`config.mk`:
```
export PLATFORM = sky130hd
export DESIGN_NAME = spi_link_ctrl
export DESIGN_NICKNAME = d
export VERILOG_FILES = /design/src/rtl/spi_link_pkg.sv /design/src/rtl/spi_baud_div.sv /design/src/rtl/spi_shift_core.sv /design/src/rtl/spi_pin_route.sv /design/src/rtl/spi_link_ctrl.sv
export SDC_FILE = /design/constraint.sdc
export NUM_CORES = 1
export LEC_CHECK = 0
export BUFFER_PORTS_ARGS = -buffer_cell sky130_fd_sc_hd__buf_2
export CAP_MARGIN = 20
export CELL_PAD_IN_SITES_DETAIL_PLACEMENT = 0
export CELL_PAD_IN_SITES_GLOBAL_PLACEMENT = 1
export CORE_ASPECT_RATIO = 0.6
export CORE_UTILIZATION = 35
export DETAILED_ROUTE_END_ITERATION = 10
export PLACE_DENSITY = 0.76
export REMOVE_ABC_BUFFERS = 1
export SLEW_MARGIN = 20
export SYNTH_ARGS = -nofsm -noshare
export SYNTH_HDL_FRONTEND = slang
export SYNTH_SLANG_ARGS = --single-unit
export TNS_END_PERCENT = 30
```
`constraint.sdc`:
```
create_clock -name clk -period 5.8 [get_ports clk]
set_input_delay 1.16 -clock clk [delete_from_list [all_inputs] [get_ports clk]]
set_output_delay 1.16 -clock clk [all_outputs]
set_load 0.1 [all_outputs]
```
`src/rtl/spi_link_pkg.sv`:
```
package spi_link_pkg;
  typedef struct packed {
    logic sck;
    logic mosi;
    logic miso;
    logic ss;
  } pin_en_t;
endpackage

```
`src/rtl/spi_baud_div.sv`:
```
module spi_baud_div #(
  parameter int PRE_W  = 3,
  parameter int RATE_W = 4
) (
  input  logic              clk,
  input  logic              rst_n,
  input  logic              ce,
  input  logic              run,
  input  logic [PRE_W-1:0]  sppr,
  input  logic [RATE_W-1:0] spr,
  output logic              tick
);
  localparam int CNT_W = PRE_W + (1 << RATE_W);

  logic [CNT_W-1:0] cnt_q;
  logic [CNT_W-1:0] limit;

  // half period in bus clocks: (P+1) << S
  assign limit = (CNT_W'(sppr) + CNT_W'(1)) << spr;
  assign tick  = ce && run && (cnt_q == limit - CNT_W'(1));

  always_ff @(posedge clk or negedge rst_n) begin
    if (!rst_n)      cnt_q <= '0;
    else if (!run)   cnt_q <= '0;
    else if (ce)     cnt_q <= tick ? '0 : cnt_q + CNT_W'(1);
  end
endmodule

```
`src/rtl/spi_shift_core.sv`:
```
module spi_shift_core #(
  parameter int DATA_W = 8
) (
  input  logic              clk,
  input  logic              rst_n,
  input  logic              ce,
  input  logic              is_master,
  input  logic              cpha,
  input  logic              abort,
  input  logic              load,
  input  logic [DATA_W-1:0] load_data,
  input  logic              clr,
  input  logic              edge_ev,
  input  logic              din,
  output logic              busy,
  output logic              loaded,
  output logic              edge_odd,
  output logic              dout,
  output logic              rx_valid,
  output logic [DATA_W-1:0] rx_data
);
  localparam int EDGE_W = $clog2(2 * DATA_W);
  localparam logic [EDGE_W-1:0] LAST_EDGE = EDGE_W'(2 * DATA_W - 1);
  localparam logic [EDGE_W-1:0] LAST_SMP  = EDGE_W'(2 * DATA_W - 2);

  logic [EDGE_W-1:0] edge_q;
  logic [DATA_W-1:0] tx_sh, rx_sh;
  logic lead, do_sample, do_shift;

  // even edge index = leading edge of an SCK period
  assign lead      = ~edge_q[0];
  assign do_sample = cpha ? ~lead : lead;
  assign do_shift  = cpha ? (lead && edge_q != '0) : ~lead;
  assign dout      = tx_sh[DATA_W-1];
  assign edge_odd  = edge_q[0];

  always_ff @(posedge clk or negedge rst_n) begin
    if (!rst_n) begin
      edge_q <= '0; tx_sh <= '0; rx_sh <= '0;
      busy <= 1'b0; loaded <= 1'b0; rx_valid <= 1'b0; rx_data <= '0;
    end else begin
      rx_valid <= 1'b0;
      if (ce) begin
        if (abort) begin
          busy <= 1'b0; loaded <= 1'b0; edge_q <= '0;
        end else if (load) begin
          tx_sh <= load_data; loaded <= 1'b1; busy <= is_master; edge_q <= '0;
        end else if (clr) begin
          edge_q <= '0;
        end else if (edge_ev) begin
          edge_q <= edge_q + EDGE_W'(1);
          if (do_sample) begin
            rx_sh <= {rx_sh[DATA_W-2:0], din};
            if (edge_q >= LAST_SMP) begin
              rx_valid <= 1'b1;
              rx_data  <= {rx_sh[DATA_W-2:0], din};
            end
          end
          if (do_shift) tx_sh <= {tx_sh[DATA_W-2:0], 1'b0};
          if (edge_q == LAST_EDGE) begin
            busy <= 1'b0; loaded <= 1'b0;
          end
        end
      end
    end
  end
endmodule

```
`src/rtl/spi_pin_route.sv`:
```
module spi_pin_route
  import spi_link_pkg::*;
(
  input  logic    enable,
  input  logic    master,
  input  logic    fault,
  input  logic    single,
  input  logic    dir_out,
  input  logic    fault_en,
  input  logic    ss_drive,
  input  logic    ss_low,
  input  logic    mosi_i,
  input  logic    miso_i,
  output pin_en_t oe,
  output logic    din
);
  always_comb begin
    oe = '0;
    if (enable && !fault) begin
      if (master) begin
        oe.sck  = 1'b1;
        oe.mosi = single ? dir_out : 1'b1;
        oe.ss   = fault_en & ss_drive;
      end else begin
        oe.miso = ss_low & (single ? dir_out : 1'b1);
      end
    end
    if (master) din = single ? mosi_i : miso_i;
    else        din = single ? miso_i : mosi_i;
  end
endmodule

```
`src/rtl/spi_link_ctrl.sv`:
```
module spi_link_ctrl
  import spi_link_pkg::*;
#(
  parameter int DATA_W      = 8,
  parameter int PRE_W       = 3,
  parameter int RATE_W      = 4,
  parameter int SYNC_STAGES = 2
) (
  input  logic                    clk,
  input  logic                    rst_n,
  input  logic                    wait_mode,
  input  logic                    cfg_enable,
  input  logic                    cfg_master,
  input  logic                    cfg_cpol,
  input  logic                    cfg_cpha,
  input  logic                    cfg_single_wire,
  input  logic                    cfg_dir_out,
  input  logic                    cfg_fault_en,
  input  logic                    cfg_ss_drive,
  input  logic                    cfg_stop_wait,
  input  logic                    baud_we,
  input  logic [PRE_W+RATE_W-1:0] baud_wdata,
  output logic [PRE_W+RATE_W:0]   baud_rdata,
  input  logic                    tx_valid,
  input  logic [DATA_W-1:0]       tx_data,
  output logic                    tx_ready,
  output logic                    rx_valid,
  output logic [DATA_W-1:0]       rx_data,
  output logic                    fault_flag,
  input  logic                    fault_clr,
  input  logic                    sck_i,
  output logic                    sck_o,
  output logic                    sck_oe,
  input  logic                    mosi_i,
  output logic                    mosi_o,
  output logic                    mosi_oe,
  input  logic                    miso_i,
  output logic                    miso_o,
  output logic                    miso_oe,
  input  logic                    ss_i,
  output logic                    ss_o,
  output logic                    ss_oe
);
  logic [PRE_W-1:0]       sppr_q;
  logic [RATE_W-1:0]      spr_q;
  logic [SYNC_STAGES-1:0] sck_pipe, ss_pipe;
  logic sck_s, ss_s, sck_prev, ce, is_master, fault_q, fault_set;
  logic tick, busy, loaded, edge_odd, dout, din, load, edge_ev, slave_ev;
  pin_en_t oe;

  assign ce = ~(wait_mode & cfg_stop_wait);

  always_ff @(posedge clk or negedge rst_n) begin
    if (!rst_n) begin
      sppr_q <= '0; spr_q <= '0;
    end else if (baud_we) begin
      sppr_q <= baud_wdata[PRE_W+RATE_W-1:RATE_W];
      spr_q  <= baud_wdata[RATE_W-1:0];
    end
  end
  assign baud_rdata = {1'b0, sppr_q, spr_q};

  always_ff @(posedge clk or negedge rst_n) begin
    if (!rst_n) begin
      sck_pipe <= '0; ss_pipe <= '1; sck_prev <= 1'b0;
    end else begin
      sck_pipe <= {sck_pipe[SYNC_STAGES-2:0], sck_i};
      ss_pipe  <= {ss_pipe[SYNC_STAGES-2:0], ss_i};
      sck_prev <= sck_s;
    end
  end
  assign sck_s = sck_pipe[SYNC_STAGES-1];
  assign ss_s  = ss_pipe[SYNC_STAGES-1];

  assign fault_set = cfg_enable & cfg_master & cfg_fault_en & ~cfg_ss_drive & ~ss_s & ~fault_q;

  always_ff @(posedge clk or negedge rst_n) begin
    if (!rst_n)   fault_q <= 1'b0;
    else if (ce) begin
      if (fault_set)      fault_q <= 1'b1;
      else if (fault_clr) fault_q <= 1'b0;
    end
  end
  assign fault_flag = fault_q;
  assign is_master  = cfg_master & ~fault_q;

  assign tx_ready = ce & cfg_enable & ~fault_q &
                    (is_master ? ~busy : (~loaded & ss_s));
  assign load     = tx_valid & tx_ready;
  assign slave_ev = ce & ~is_master & ~ss_s & (sck_s ^ sck_prev);
  assign edge_ev  = is_master ? tick : slave_ev;

  spi_baud_div #(.PRE_W(PRE_W), .RATE_W(RATE_W)) u_div (
    .clk(clk), .rst_n(rst_n), .ce(ce), .run(busy),
    .sppr(sppr_q), .spr(spr_q), .tick(tick)
  );

  spi_shift_core #(.DATA_W(DATA_W)) u_core (
    .clk(clk), .rst_n(rst_n), .ce(ce), .is_master(is_master), .cpha(cfg_cpha),
    .abort(fault_set | ~cfg_enable), .load(load), .load_data(tx_data),
    .clr(~is_master & ss_s), .edge_ev(edge_ev), .din(din),
    .busy(busy), .loaded(loaded), .edge_odd(edge_odd), .dout(dout),
    .rx_valid(rx_valid), .rx_data(rx_data)
  );

  spi_pin_route u_route (
    .enable(cfg_enable), .master(cfg_master), .fault(fault_q),
    .single(cfg_single_wire), .dir_out(cfg_dir_out), .fault_en(cfg_fault_en),
    .ss_drive(cfg_ss_drive), .ss_low(~ss_s), .mosi_i(mosi_i), .miso_i(miso_i),
    .oe(oe), .din(din)
  );

  assign sck_o   = cfg_cpol ^ (busy & edge_odd);
  assign ss_o    = ~busy;
  assign mosi_o  = dout;
  assign miso_o  = dout;
  assign sck_oe  = oe.sck;
  assign mosi_oe = oe.mosi;
  assign miso_oe = oe.miso;
  assign ss_oe   = oe.ss;
endmodule

```
==> results of run 1 <==
[kinds of logic (layout without fill, tap and decap cells)]
| group | after synthesis | count (layout) | synth area share, % |
|---|---|---|---|
| adder cells (fa/ha/maj) | 5 | 5 | 1.40 |
| multiplexers | 21 | 21 | 5.76 |
| flip-flops | 62 | 62 | 34.7 |
| other | 1 | 1 | 0.0838 |
| XOR/XNOR | 26 | 26 | 5.09 |
| AO/OA/AOI/OAI | 147 | 147 | 24.7 |
| AND/OR/NAND/NOR | 188 | 188 | 23.7 |
| buffers and inverters | 47 | 98 | 4.56 |
[where the power goes]
group | switching (mW) | internal, mW | total [mW]
registers | 0.0382 | 0.466 | 0.505
clock network | 0.210 | 0.287 | 0.498
logic | 0.301 | 0.148 | 0.448
total | 0.549 | 0.901 | 1.45
[path summary, 6_finish.rpt]
kind                             startpoint                end  slack (ps)
worst max-delay path              sppr_q[0]    u_core.rx_sh[6]         400
worst min-delay path            sck_pipe[0]        sck_pipe[1]         350
worst max register to register    sppr_q[0]    u_core.rx_sh[6]         400
worst min register to register  sck_pipe[0]        sck_pipe[1]         350
max in group asynchronous             rst_n    u_core.tx_sh[5]        4250
min in group asynchronous             rst_n  u_core.rx_data[3]        1000
[synth_stat cells, drive strengths merged, types with 3 or more instances]
| cell type | instances |
|---|---|
| a311oi | 3 |
| o21ai | 29 |
| xor2 | 10 |
| a41oi | 10 |
| o211a | 8 |
| nor4 | 7 |
| o31ai | 3 |
| nor2 | 30 |
| dfrtp | 60 |
| and3 | 21 |
| nand4 | 4 |
| nand2 | 36 |
| o22ai | 5 |
| ha | 5 |
| a211oi | 3 |
| buf | 13 |
| mux2 | 18 |
| o221ai | 3 |
| a21oi | 21 |
| o21a | 4 |
| o2111ai | 3 |
| o32ai | 5 |
| nor2b | 7 |
| nor3 | 12 |
| clkbuf | 16 |
| o211ai | 4 |
| a21o | 11 |
| xnor2 | 16 |
| or3 | 8 |
| nand3 | 17 |
| and2 | 6 |
| o221a | 7 |
| a31o | 4 |
| nor3b | 12 |
| inv | 17 |
| nand2b | 14 |
[registers in the layout (all words and copies together), names as in the netlist, 2 cells and up]
| name | count |
|---|---|
| u_core.tx_sh | 8 |
| u_core.rx_data | 8 |
| u_core.edge_q | 4 |
| spr_q | 4 |
| u_div.cnt_q | 19 |
| sck_pipe | 2 |
| ss_pipe | 2 |
| sppr_q | 3 |
| u_core.rx_sh | 7 |
[through the flow]
step           hold slack (ps)  utilization (%)  power [mW]
2_1_floorplan              331                -       0.833
3_3_place_gp               335             39.8       0.943
3_5_place_dp               336             39.8       0.949
4_1_cts                    348             42.0        1.45
5_1_grt                    366             42.0        1.52
6_report                   345             42.0        1.45
[cells in the final DEF, fill, tap and decap left out, types with 7 or more instances in the layout]
| cell | synthesis | layout |
|---|---|---|
| sky130_fd_sc_hd__a41oi_1 | 10 | 10 |
| sky130_fd_sc_hd__o211a_1 | 8 | 8 |
| sky130_fd_sc_hd__mux2_2 | 18 | 18 |
| sky130_fd_sc_hd__clkbuf_16 | 0 | 9 |
| sky130_fd_sc_hd__or3_1 | 8 | 8 |
| sky130_fd_sc_hd__nor2_1 | 30 | 30 |
| sky130_fd_sc_hd__o221a_2 | 7 | 7 |
| sky130_fd_sc_hd__buf_2 | 7 | 59 |
| sky130_fd_sc_hd__nand2b_1 | 14 | 14 |
| sky130_fd_sc_hd__nor3b_1 | 12 | 12 |
| sky130_fd_sc_hd__nor3_1 | 12 | 12 |
| sky130_fd_sc_hd__dfrtp_1 | 60 | 60 |
| sky130_fd_sc_hd__a21oi_1 | 20 | 20 |
| sky130_fd_sc_hd__nand2_1 | 36 | 36 |
| sky130_fd_sc_hd__xor2_1 | 10 | 10 |
| sky130_fd_sc_hd__nor2b_1 | 7 | 7 |
| sky130_fd_sc_hd__nand3_1 | 17 | 17 |
| sky130_fd_sc_hd__o21ai_0 | 29 | 28 |
| sky130_fd_sc_hd__xnor2_1 | 16 | 16 |
| sky130_fd_sc_hd__a21o_1 | 11 | 11 |
| sky130_fd_sc_hd__and3_1 | 21 | 21 |
| sky130_fd_sc_hd__inv_1 | 16 | 16 |
[per-layer routing]
layer,track usage [%],up-vias
met5,0,-
met4,4.69,0
met3,5.91,15
met2,25.8,154
met1,30.6,2061
li1,-,1969
[worst max-delay path, cell delays in order (launching register included)]
cell and delay, ps:
sky130_fd_sc_hd__dfrtp_1 580, sky130_fd_sc_hd__ha_1 590, sky130_fd_sc_hd__nand2b_1 170, sky130_fd_sc_hd__a21o_1 240
sky130_fd_sc_hd__or2_2 310, sky130_fd_sc_hd__ha_1 220, sky130_fd_sc_hd__xnor2_1 290, sky130_fd_sc_hd__xnor2_1 110
sky130_fd_sc_hd__o32ai_1 270, sky130_fd_sc_hd__a32oi_1 90, sky130_fd_sc_hd__a311oi_1 250, sky130_fd_sc_hd__nand4_1 160
sky130_fd_sc_hd__nor4_2 400, sky130_fd_sc_hd__nand4_2 360, sky130_fd_sc_hd__o21a_4 340, sky130_fd_sc_hd__nor4_4 500
sky130_fd_sc_hd__mux2_2 390
[area by class of cell]
| class | count | share of cell area (%) |
|---|---|---|
| inverter | 18 | 1.31 |
| clock inverter | 6 | 0.778 |
| tap | 165 | 4.01 |
| clock buffer | 10 | 4.45 |
| multi-input combinational | 388 | 52.8 |
| sequential | 62 | 30.2 |
| timing repair buffer | 64 | 6.47 |
[timing repair]
item | CTS | global route
endpoints found under the setup margin | 0 | 8
hold buffers | 0 | 0
resized for setup | 0 | 1
buffers inserted | 0 | 0
==> impl_summary.md, run 1 <==
Worst setup path
The number of cell instances on the worst register-to-register path is 16. The arrival time at the worst endpoint is 5610 ps. The type of the worst setup path is register to register.

The element type at the critical path end is a register. The critical path launch point type is a register. In this run the worst path has a maximum fanout of 18. The data required time at the worst endpoint is 6010 ps.

Die
Pin placement for this block handled 61 I/O pins. The area enclosed by the die boundary is 13,300 µm². The effective utilization at floorplan is 36.5%. The width of the die is 148 µm. The initialized floorplan defines 31 standard-cell rows. The die is 89.6 µm tall. The area inside the core boundary is 12,300 µm².

Drt
The number of DRC violations after detailed routing is 0. After detailed routing, the met3 layer carries 977 µm of wire. For this run, the detailed router's first-pass iteration total came to 5. After detailed routing, the number of vias per cell comes to 5.89.

The number of design-rule violations left by the first detailed-router iteration is 352. In the final routed layout, each cell accounts on average for 18.0 µm. Summed over all layers, the routed wires come to 12,900 µm. The via total after detailed routing is 4,199. The highest layer touched by signal routing is met4. The wire length on met1 is 6630 µm. The total met2 wirelength after detailed routing is 5100 µm.

The post-detailed-route count of antenna-violating nets is 0.

Synth
Summed over all instances, the cell type with the most area after synthesis is sky130_fd_sc_hd__dfrtp_1. The most used flip-flop cell after synthesis is sky130_fd_sc_hd__dfrtp_1. The sequential fraction of the synthesis area is 34.7%. Synthesis produced 497 cells. Yosys mapped the design onto 84 distinct sky130hd cell types.

By area the synthesized netlist is led by sky130_fd_sc_hd__dfrtp_1 (34%), sky130_fd_sc_hd__mux2_2 (4.5%), sky130_fd_sc_hd__o21ai_0 (3.2%). Yosys printed 0 warnings. The fraction of registers with async set/reset is 100%.

The post-synthesis cell area is 4480 µm². The area share of the leading cell type in the synthesized netlist is 33.5%. The synthesized design contains 0 enable-type register cells. After synthesis the netlist holds a flip-flop and latch count of 62.

The post-synthesis average cell area is 9.01 µm².

STA
The highest achievable clock rate is 185 MHz. The final worst slack is 404 ps. The count of final setup violators is 0. The worst path needs 5400 ps of the cycle, external delays included. Setup repair after global routing left no endpoint under its margin. The pin slew with the least headroom to its limit is 980 ps. In this run the tightest slew margin relative to its limit is 34.5%. Of the available clock period, the critical path in the final layout requires 93.0%. The clock arrives with 6.39 ps of skew.

After routing, the total negative slack on setup checks comes to 0 ps. The number of max-slew violations in the final report is 0. The final hold violation count came to 0.

Clocking
The clock root buffer is sky130_fd_sc_hd__clkbuf_16. TritonCTS built the clock tree. The clock tree synthesis step divided the H-tree into 3 levels. For this design, the sink count on the clock tree is 62. Clock-pin slew was measured on the worst setup and hold paths at 60 ps. The CTS buffer count is 9.

The later pin in the worst-skew pair is clocked with a latency of 330 ps. The number of buffers on the longest clock path is 2.

GRT
Entering global routing, the biggest net connects 63 pins. The number of global-route vias before repair is 3,741. The initial antenna violation count is 0. Global routing finished with a remaining overflow of 0. Global routing consumed, over all layers together, 19.7% of the routing resources. The first-pass GRT wire length is 20,200 µm.

Final layout
The filler cells instantiated in the layout total 1,233. The final net count is 582. The number of antenna diodes in the final layout is 0. The post-route netlist has 22.4% of its cells at a drive strength greater than 1. The multi-input gate area in the final layout is 2720 µm². The finished layout holds 713 standard cells, fillers aside. Compared with the post-synthesis result, the final layout area differs by 15.0%. After routing the design area is 5150 µm². Summing all flip-flop and latch instances after layout gives 1550 µm².

Pwr
The static leakage power is 2.33 nW. For this design the ratio of total power to cell area is 282 nW/µm². VDD sags by at most 136 µV.

Hold path
The tightest min-delay check is of the register to register type. The worst hold path passes through 0 cells.

Placed design
The worst setup timing slack at the placement stage is 473 ps. The number of port buffers is 59. The area after detailed placement is 4880 µm². Once detailed placement completed, the half-perimeter wirelength came to 9410 µm.

The routability congestion estimate is 0.955. The cell total after placement is 697.

Job
Across the run, the number of max-cap violations was 0.

Status
The flow ran to the end, and the final reports show no timing, DRC or antenna violations.
No activity file was read; power rests on OpenSTA's default activity.
==> run 2, diff against run 1 <==
- CELL_PAD_IN_SITES_DETAIL_PLACEMENT: 0 -> not set
- CELL_PAD_IN_SITES_GLOBAL_PLACEMENT: 1 -> not set
- PLACE_DENSITY: 0.76 -> 0.63
==> run 2 against run 1 <==
Effect of this change:
- die area did not move
- first-iteration DRC count fell by 1.7%
- register-to-register slack better by 240 ps
- sequential power about the same
- sequential share of layout area shrank 0.31 points
- critical endpoint is now u_core.rx_sh[3]
- largest power group is now clock
==> impl_summary.md, run 2 (synthesis results as in run 1) <==
Die
The number of primary I/O pins is 61. The area inside the core boundary is 12,300 µm². The effective utilization at floorplan is 36.5%. The floorplan step defined a die boundary enclosing 13,300 µm². The cell row count is 31. The die is 89.6 µm tall. The width of the die is 148 µm.

Final layout
The non-filler instance count after layout is 714. The final net count is 583. The layout overhead on the synthesized area is 16.2%.

The flip-flop count of the largest register, all copies and words added is 19. In the layout the commonest cells are sky130_fd_sc_hd__dfrtp_1 (60), sky130_fd_sc_hd__buf_2 (59), sky130_fd_sc_hd__nand2_1 (36). In the final layout, the registers with the most flip-flops are u_div.cnt_q x19, u_core.rx_data x8, u_core.tx_sh x8. The share of cells above drive strength 1 is 22.6%. The diode insertion count for antenna repair is 0. The register with the most flip-flops in the final layout is u_div.cnt_q.

The library cell used most frequently in the layout, excluding fill and tap cells, is sky130_fd_sc_hd__dfrtp_1.

Worst setup path
The data required time at the worst endpoint is 6010 ps. The slowest cell on the critical path is sky130_fd_sc_hd__ha_1. In this run the worst setup path begins at sppr_q[0]. Together, buffers and inverters on the worst path number 0.

The startpoint identified for the worst register-to-register timing path is sppr_q[0]. The kind of cell adding the most delay to the critical path is simple AND/OR/NAND/NOR gates. The critical path launch point type is a register. The critical-path maximum fanout is 18. The setup path with the least slack is of type register to register. The longest individual stage delay on the worst path is 570 ps.

The signal on the critical path passes through ha_1 > nand2b_1 > a21o_1 > or2_2 > ha_1 > xnor2_1 > xnor2_1 > o32ai_1 > a32oi_1 > a311oi_1 > nand4_1 > nor4_2 > nand4_2 > o21a_4 > nor4_4 > mux2_2. The arrival time at the worst endpoint is 5370 ps. The element type at the critical path end is a register.

Job
Across the run, the number of max-cap violations was 0.

Pwr
The relative contribution of the clock network to total power is 37.6%. For this design the static power due to leakage is 2.37 nW. In this run, the combinational gates consume 29.4% of the power.

The power density over the cells is 294 nW/µm². In this run switching power makes up 35.1% of total power. The internal power of the cells totals 991 µW. After layout, the design draws a total of 1.53 mW.

The peak ir drop on the vdd network is 134 µV. The net switching power of the design is 536 µW. In this run, flip-flops and latches consume 33.0% of the power.

GRT
The residual overflow from global routing is 0. The busiest layer in global routing is met1. For met1 alone, demand over resource in global routing was 28.2%. Entering global routing, the biggest net connects 63 pins. For met3 alone, demand over resource in global routing was 7.02%. Global routing used 26.1% of the available met2 tracks.

The initial antenna violation count was 0. Global routing consumed, over all layers together, 19.4% of the routing resources. The number of global-route vias before repair is 3,857. The first-pass GRT wire length is 20,100 µm.

STA
The worst slew slack as a fraction of its limit is 45.4%. The minimum hold slack is 346 ps. For the pin with the worst max-slew slack, the measured transition is 819 ps. The minimum clock period is 5160 ps. Setup violations remaining at the end of the flow were counted as 0. Setup repair after global routing left no endpoint under its margin. The largest clock skew in the final design is 8.24 ps. The worst path uses 89.0% of the clock period. The highest achievable clock rate is 194 MHz.

Once routing completed, OpenROAD measured the worst setup slack at 640 ps. The total negative slack is 0 ps. The number of max-slew violations in the final report came to 0. The final hold violation count came to 0.

Clocking
The clock network latency to the later pin of the worst-skew pair is 330 ps. The clock tree synthesis step divided the H-tree into 3 levels. The clock passes through at most 2 buffers. The count of hold buffers inserted by post-cts repair is 0. The number of clock sinks is 62. The clock root buffer is sky130_fd_sc_hd__clkbuf_16. The number of buffers inserted by post-CTS setup repair is 0. The clock slew at the register clock pins of the worst setup and hold paths is 60 ps. TritonCTS built the clock tree. The CTS buffer count is 9.

Drt
Before antenna repair, the detailed router went through 6 iterations. For this block, the initial DRC count from the detailed router was 346. After detailed routing, the average wire length per cell comes to 17.4 µm. The via-per-instance ratio is 5.95. The number of DRC violations after detailed routing is 0. The via total after detailed routing is 4,249. For this block, the routed nets add up to 12,400 µm of wire. The post-detailed-route count of antenna-violating nets is 0.

Placed design
The number of port buffers is 59. The routability congestion estimate is 0.987. In this run, placement finished with an instance count of 698.

The detailed placement HPWL is 9250 µm. The worst setup timing slack at the placement stage is 685 ps.

Hold path
The startpoint of the worst hold path is sck_pipe[0]. The worst min-delay path category is register to register.

Status
The run finished with clean final reports.
-- run 2: cell types whose count changed in the layout (fill, tap and decap cells not counted), sizes merged --
cell	change
bufinv	+2
buf	+1
clkinvlp	-3
clkinv	+1
-- run 2: final cells by class --
type | instances | area [µm²]
repair buffers | 65 | 340
well taps | 165 | 206
multi-input cells | 388 | 2720
clock buffers | 10 | 229
fillers | 1239 | 7060
flip-flops and latches | 62 | 1550
inverters | 18 | 67.6
clock inverters | 6 | 86.3
-- run 2: worst paths after layout --
| check | to | slack [ps] | cells past startpoint |
|---|---|---|---|
| setup / recovery | u_core.rx_sh[3] | 640 | 16 |
| hold / removal | sck_pipe[1] | 350 | 0 |
| setup reg to reg | u_core.rx_sh[3] | 640 | 16 |
| hold reg to reg | sck_pipe[1] | 350 | 0 |
| max in group asynchronous | u_div.cnt_q[3] | 4260 | 2 |
| min in group asynchronous | u_core.rx_valid | 1010 | 2 |
-- run 2: power by group through the flow --
stage,Combinational (mW),Clock [mW],Sequential (mW)
2_1_floorplan,0.258,0,0.576
3_3_place_gp,0.430,0,0.509
3_5_place_dp,0.437,0,0.511
4_1_cts,0.440,0.588,0.503
5_1_grt,0.478,0.609,0.510
6_report,0.449,0.574,0.504
-- run 2: stage by stage --
step | utilization, % | instance area [µm²]
2_1_floorplan | - | 4340
3_3_place_gp | 39.9 | 4890
3_5_place_dp | 39.9 | 4890
4_1_cts | 42.4 | 5200
5_1_grt | 42.4 | 5200
6_report | 42.4 | 5200
-- run 2: routing by layer --
metal,vias to the layer above,part of all wire (%)
met1,2079,49
met3,19,9.2
met4,0,1.3
li1,1972,-
met2,179,41
met5,-,0
-- run 2: timing repair --
action                                 4_1_cts  5_1_grt
resized for setup                            0        1
endpoints found under the hold margin        0        0
setup endpoints to repair                    0       15
==> run 3, diff against run 2 <==
- CAP_MARGIN: 20 -> 30
- PLACE_DENSITY: 0.63 -> 0.65
- clock period: 5.8 -> 4.47 ns (I/O delays scaled with it)
==> run 3 against run 2 <==
Effect of this change:
- cell count grew 3.1%
- critical path depth increased by 1
- worst setup slack got worse by 370 ps
- first-iteration DRC count is 4.3% higher
- wire length increased by 2.4%
- non-clock buffer count up 22
- sequential cell count is the same
- largest power group unchanged
==> impl_summary.md, run 3 (synthesis results as in run 1) <==
Status
The flow ran to the end, and the final reports show no timing, DRC or antenna violations.

STA
The number of max-slew violations in the final report is 0. The pin slew with the least headroom to its limit is 700 ps. The smallest clock period supported by the final layout is computed as 4200 ps.

Static timing analysis puts the maximum clock frequency at 238 MHz. Dividing the final minimum period by the clock period gives 93.9%. Setup violations remaining at the end of the flow were counted as 0. In the post-route analysis, the smallest setup slack over all paths is 272 ps. The largest clock skew in the final design is 6.52 ps. The worst pin sits at a relative slew slack of 53.3%.

Setup repair after global routing left no endpoint under its margin. The final hold violation count is 0.

Final layout
The final net count is 605. In the layout the commonest cells are sky130_fd_sc_hd__dfrtp_1 (59), sky130_fd_sc_hd__buf_2 (59), sky130_fd_sc_hd__nand2_1 (36). The diode insertion count for antenna repair is 0.

The flip-flop count of the largest register, all copies and words added is 19. The layout overhead on the synthesized area is 21.3%. Fill cells in the final layout number 1,222. The share of cells above drive strength 1 is 27.0%. The largest registers in the layout are u_div.cnt_q x19, u_core.rx_data x8, u_core.tx_sh x8.

The register with the most flip-flops in the final layout is u_div.cnt_q.

Placed design
The congestion estimate from routability-driven global placement came to 0.995. In this run the tool buffered the top-level ports with 59 buffer cells. At the placement stage, the worst setup path has a slack of 19.6 ps. The detailed placement HPWL is 9540 µm.

Die
From bottom edge to top edge, the die measures 89.6 µm. The cell row count is 31. In this run the standard cell core region covers 12,300 µm². The area enclosed by the die boundary is 13,300 µm². The effective utilization at floorplan is 36.5%. During I/O placement, the number of pins put on the boundary was 61. The width of the die is 148 µm.

Clocking
The clock root buffer is sky130_fd_sc_hd__clkbuf_16. The count of hold buffers inserted by post-cts repair is 0. The CTS buffer count is 9.

TritonCTS built the clock tree. The H-tree depth reported by CTS is 3. The clock slew at the register clock pins of the worst setup and hold paths is 50 ps. The number of clock sinks is 62. The number of buffers on the longest clock path is 2. The clock network latency to the later pin of the worst-skew pair is 340 ps.

Hold path
The startpoint of the worst hold path is sck_pipe[0]. The end point of the worst hold path is sck_pipe[1]. The worst hold path was traced through 0 stages. The worst min-delay path category is register to register.

Drt
The via total after detailed routing is 4,373. The via-per-instance ratio is 5.94. The number of design-rule violations left by the first detailed-router iteration is 361.

After detailed routing, the number of remaining DRC violations is 0. In this run the remaining antenna-violating nets after routing total 0. The total wirelength of the detailed-routed design is 12,700 µm. The number of iterations in the first detailed-routing pass is 5. The average wire length per cell after detail routing is 17.3 µm.

Worst setup path
Of all nets on the critical path, the largest fanout is 7. The worst setup path is captured at a register. Across all register-to-register paths, the minimum setup slack is 270 ps. The type of the worst setup path is register to register. The buffers plus inverters on the worst setup path is 1. STA puts the critical path data required time at 4690 ps.

The slowest cell on the critical path is sky130_fd_sc_hd__dfrtp_2. Among cell families on the critical path, the largest total delay comes from simple AND/OR/NAND/NOR gates. For the worst flop-to-flop path, the logic depth is 17. The arrival time at the worst endpoint is 4410 ps. The signal on the critical path passes through ha_1 > nand2b_1 > a21o_1 > or2_2 > ha_2 > xnor2_2 > xnor2_1 > o32ai_1 > a32oi_1 > a311oi_1 > nand4_1 > nor4_2 > nand4_2 > o21a_4 > nor4_4 > buf_6 > mux2_2. The endpoint identified for the worst register-to-register timing path is u_core.rx_sh[1]. On the worst path, the slowest cell contributes a delay of 430 ps. The startpoint identified for the worst register-to-register timing path is sppr_q[1]. The worst setup path is launched from a register.

Pwr
The design draws 2.06 mW. The power density over the cells is 379 nW/µm². IR analysis of the VDD net gives a maximum drop of 218 µV. For this design the static power due to leakage is 2.51 nW.

GRT
The number of global-route vias before repair is 3,892. The initial antenna violation count is 0. In the global route stage, overall resource usage came out at 19.6%. The first-pass GRT wire length is 20,100 µm. Entering global routing, the biggest net connects 36 pins. The residual overflow from global routing is 0.

Job
The max-cap check violation count is 0.
## run 3: cell count changes in the layout (fill, tap and decap cells not counted), moves of 2 or more
cell / change
sky130_fd_sc_hd__buf_4: +20
sky130_fd_sc_hd__clkbuf_8: +2
sky130_fd_sc_hd__xnor2_1: -2
sky130_fd_sc_hd__xnor2_2: +2
## run 3: stage by stage
stage	util [%]	area, µm²	hold WS (ps)	TNS [ps]	cells
2_1_floorplan	-	4340	331	-15980	468
3_3_place_gp	40.8	5010	336	0	714
3_5_place_dp	40.8	5010	344	0	714
4_1_cts	43.6	5340	356	0	730
5_1_grt	44.3	5430	362	0	736
6_report	44.3	5430	354	0	736
## run 3: worst register-to-register path: stages (launching register included)
cell	delay, ps
sky130_fd_sc_hd__dfrtp_2	430
sky130_fd_sc_hd__ha_1	300
sky130_fd_sc_hd__nand2b_1	110
sky130_fd_sc_hd__a21o_1	230
sky130_fd_sc_hd__or2_2	300
sky130_fd_sc_hd__ha_2	210
sky130_fd_sc_hd__xnor2_2	150
sky130_fd_sc_hd__xnor2_1	140
sky130_fd_sc_hd__o32ai_1	230
sky130_fd_sc_hd__a32oi_1	90
sky130_fd_sc_hd__a311oi_1	250
sky130_fd_sc_hd__nand4_1	170
sky130_fd_sc_hd__nor4_2	350
sky130_fd_sc_hd__nand4_2	180
sky130_fd_sc_hd__o21a_4	270
sky130_fd_sc_hd__nor4_4	160
sky130_fd_sc_hd__buf_6	170
sky130_fd_sc_hd__mux2_2	340
## run 3: worst max-delay path by stage
stage | startpoint | slack (ps) | depth (start not counted) | end
3_3_place_gp | sppr_q[1] | 150 | 14 | u_core.rx_sh[5]
4_1_cts | sppr_q[1] | 80 | 17 | u_core.rx_sh[1]
6_report | sppr_q[1] | 270 | 17 | u_core.rx_sh[1]
5_1_grt | sppr_q[1] | 60 | 17 | u_core.tx_sh[5]
2_1_floorplan | sppr_q[0] | -490 | 16 | u_core.rx_sh[0]
3_5_place_dp | sppr_q[1] | 20 | 14 | u_core.rx_sh[3]
## run 3: metal layers
layer,vias up,global-route usage (%),part of all wire [%]
met1,2136,28.4,48
met4,0,5.34,1.3
met2,189,27.6,41
met5,-,0,0
met3,21,6.62,9.3
li1,2027,-,-
## run 3: what timing repair did
| item | 4_1_cts | 5_1_grt |
|---|---|---|
| endpoints found under the setup margin | 2 | 36 |
| buffers inserted | 0 | 5 |
| resized for setup | 2 | 8 |
| pin swaps | 0 | 9 |
## run 3: where the power goes
| group | switching (mW) | internal, mW |
|---|---|---|
| registers | 0.0381 | 0.606 |
| clock network | 0.249 | 0.516 |
| logic | 0.419 | 0.229 |
## run 3: layout make-up
cell class | instances | area, µm² | share of cell area, %
tap | 165 | 206 | 3.80
clock inverter | 4 | 70.1 | 1.29
inverter | 18 | 67.6 | 1.24
clock buffer | 12 | 256 | 4.72
sequential | 62 | 1560 | 28.6
multi-input combinational | 388 | 2770 | 51.0
timing repair buffer | 87 | 507 | 9.33
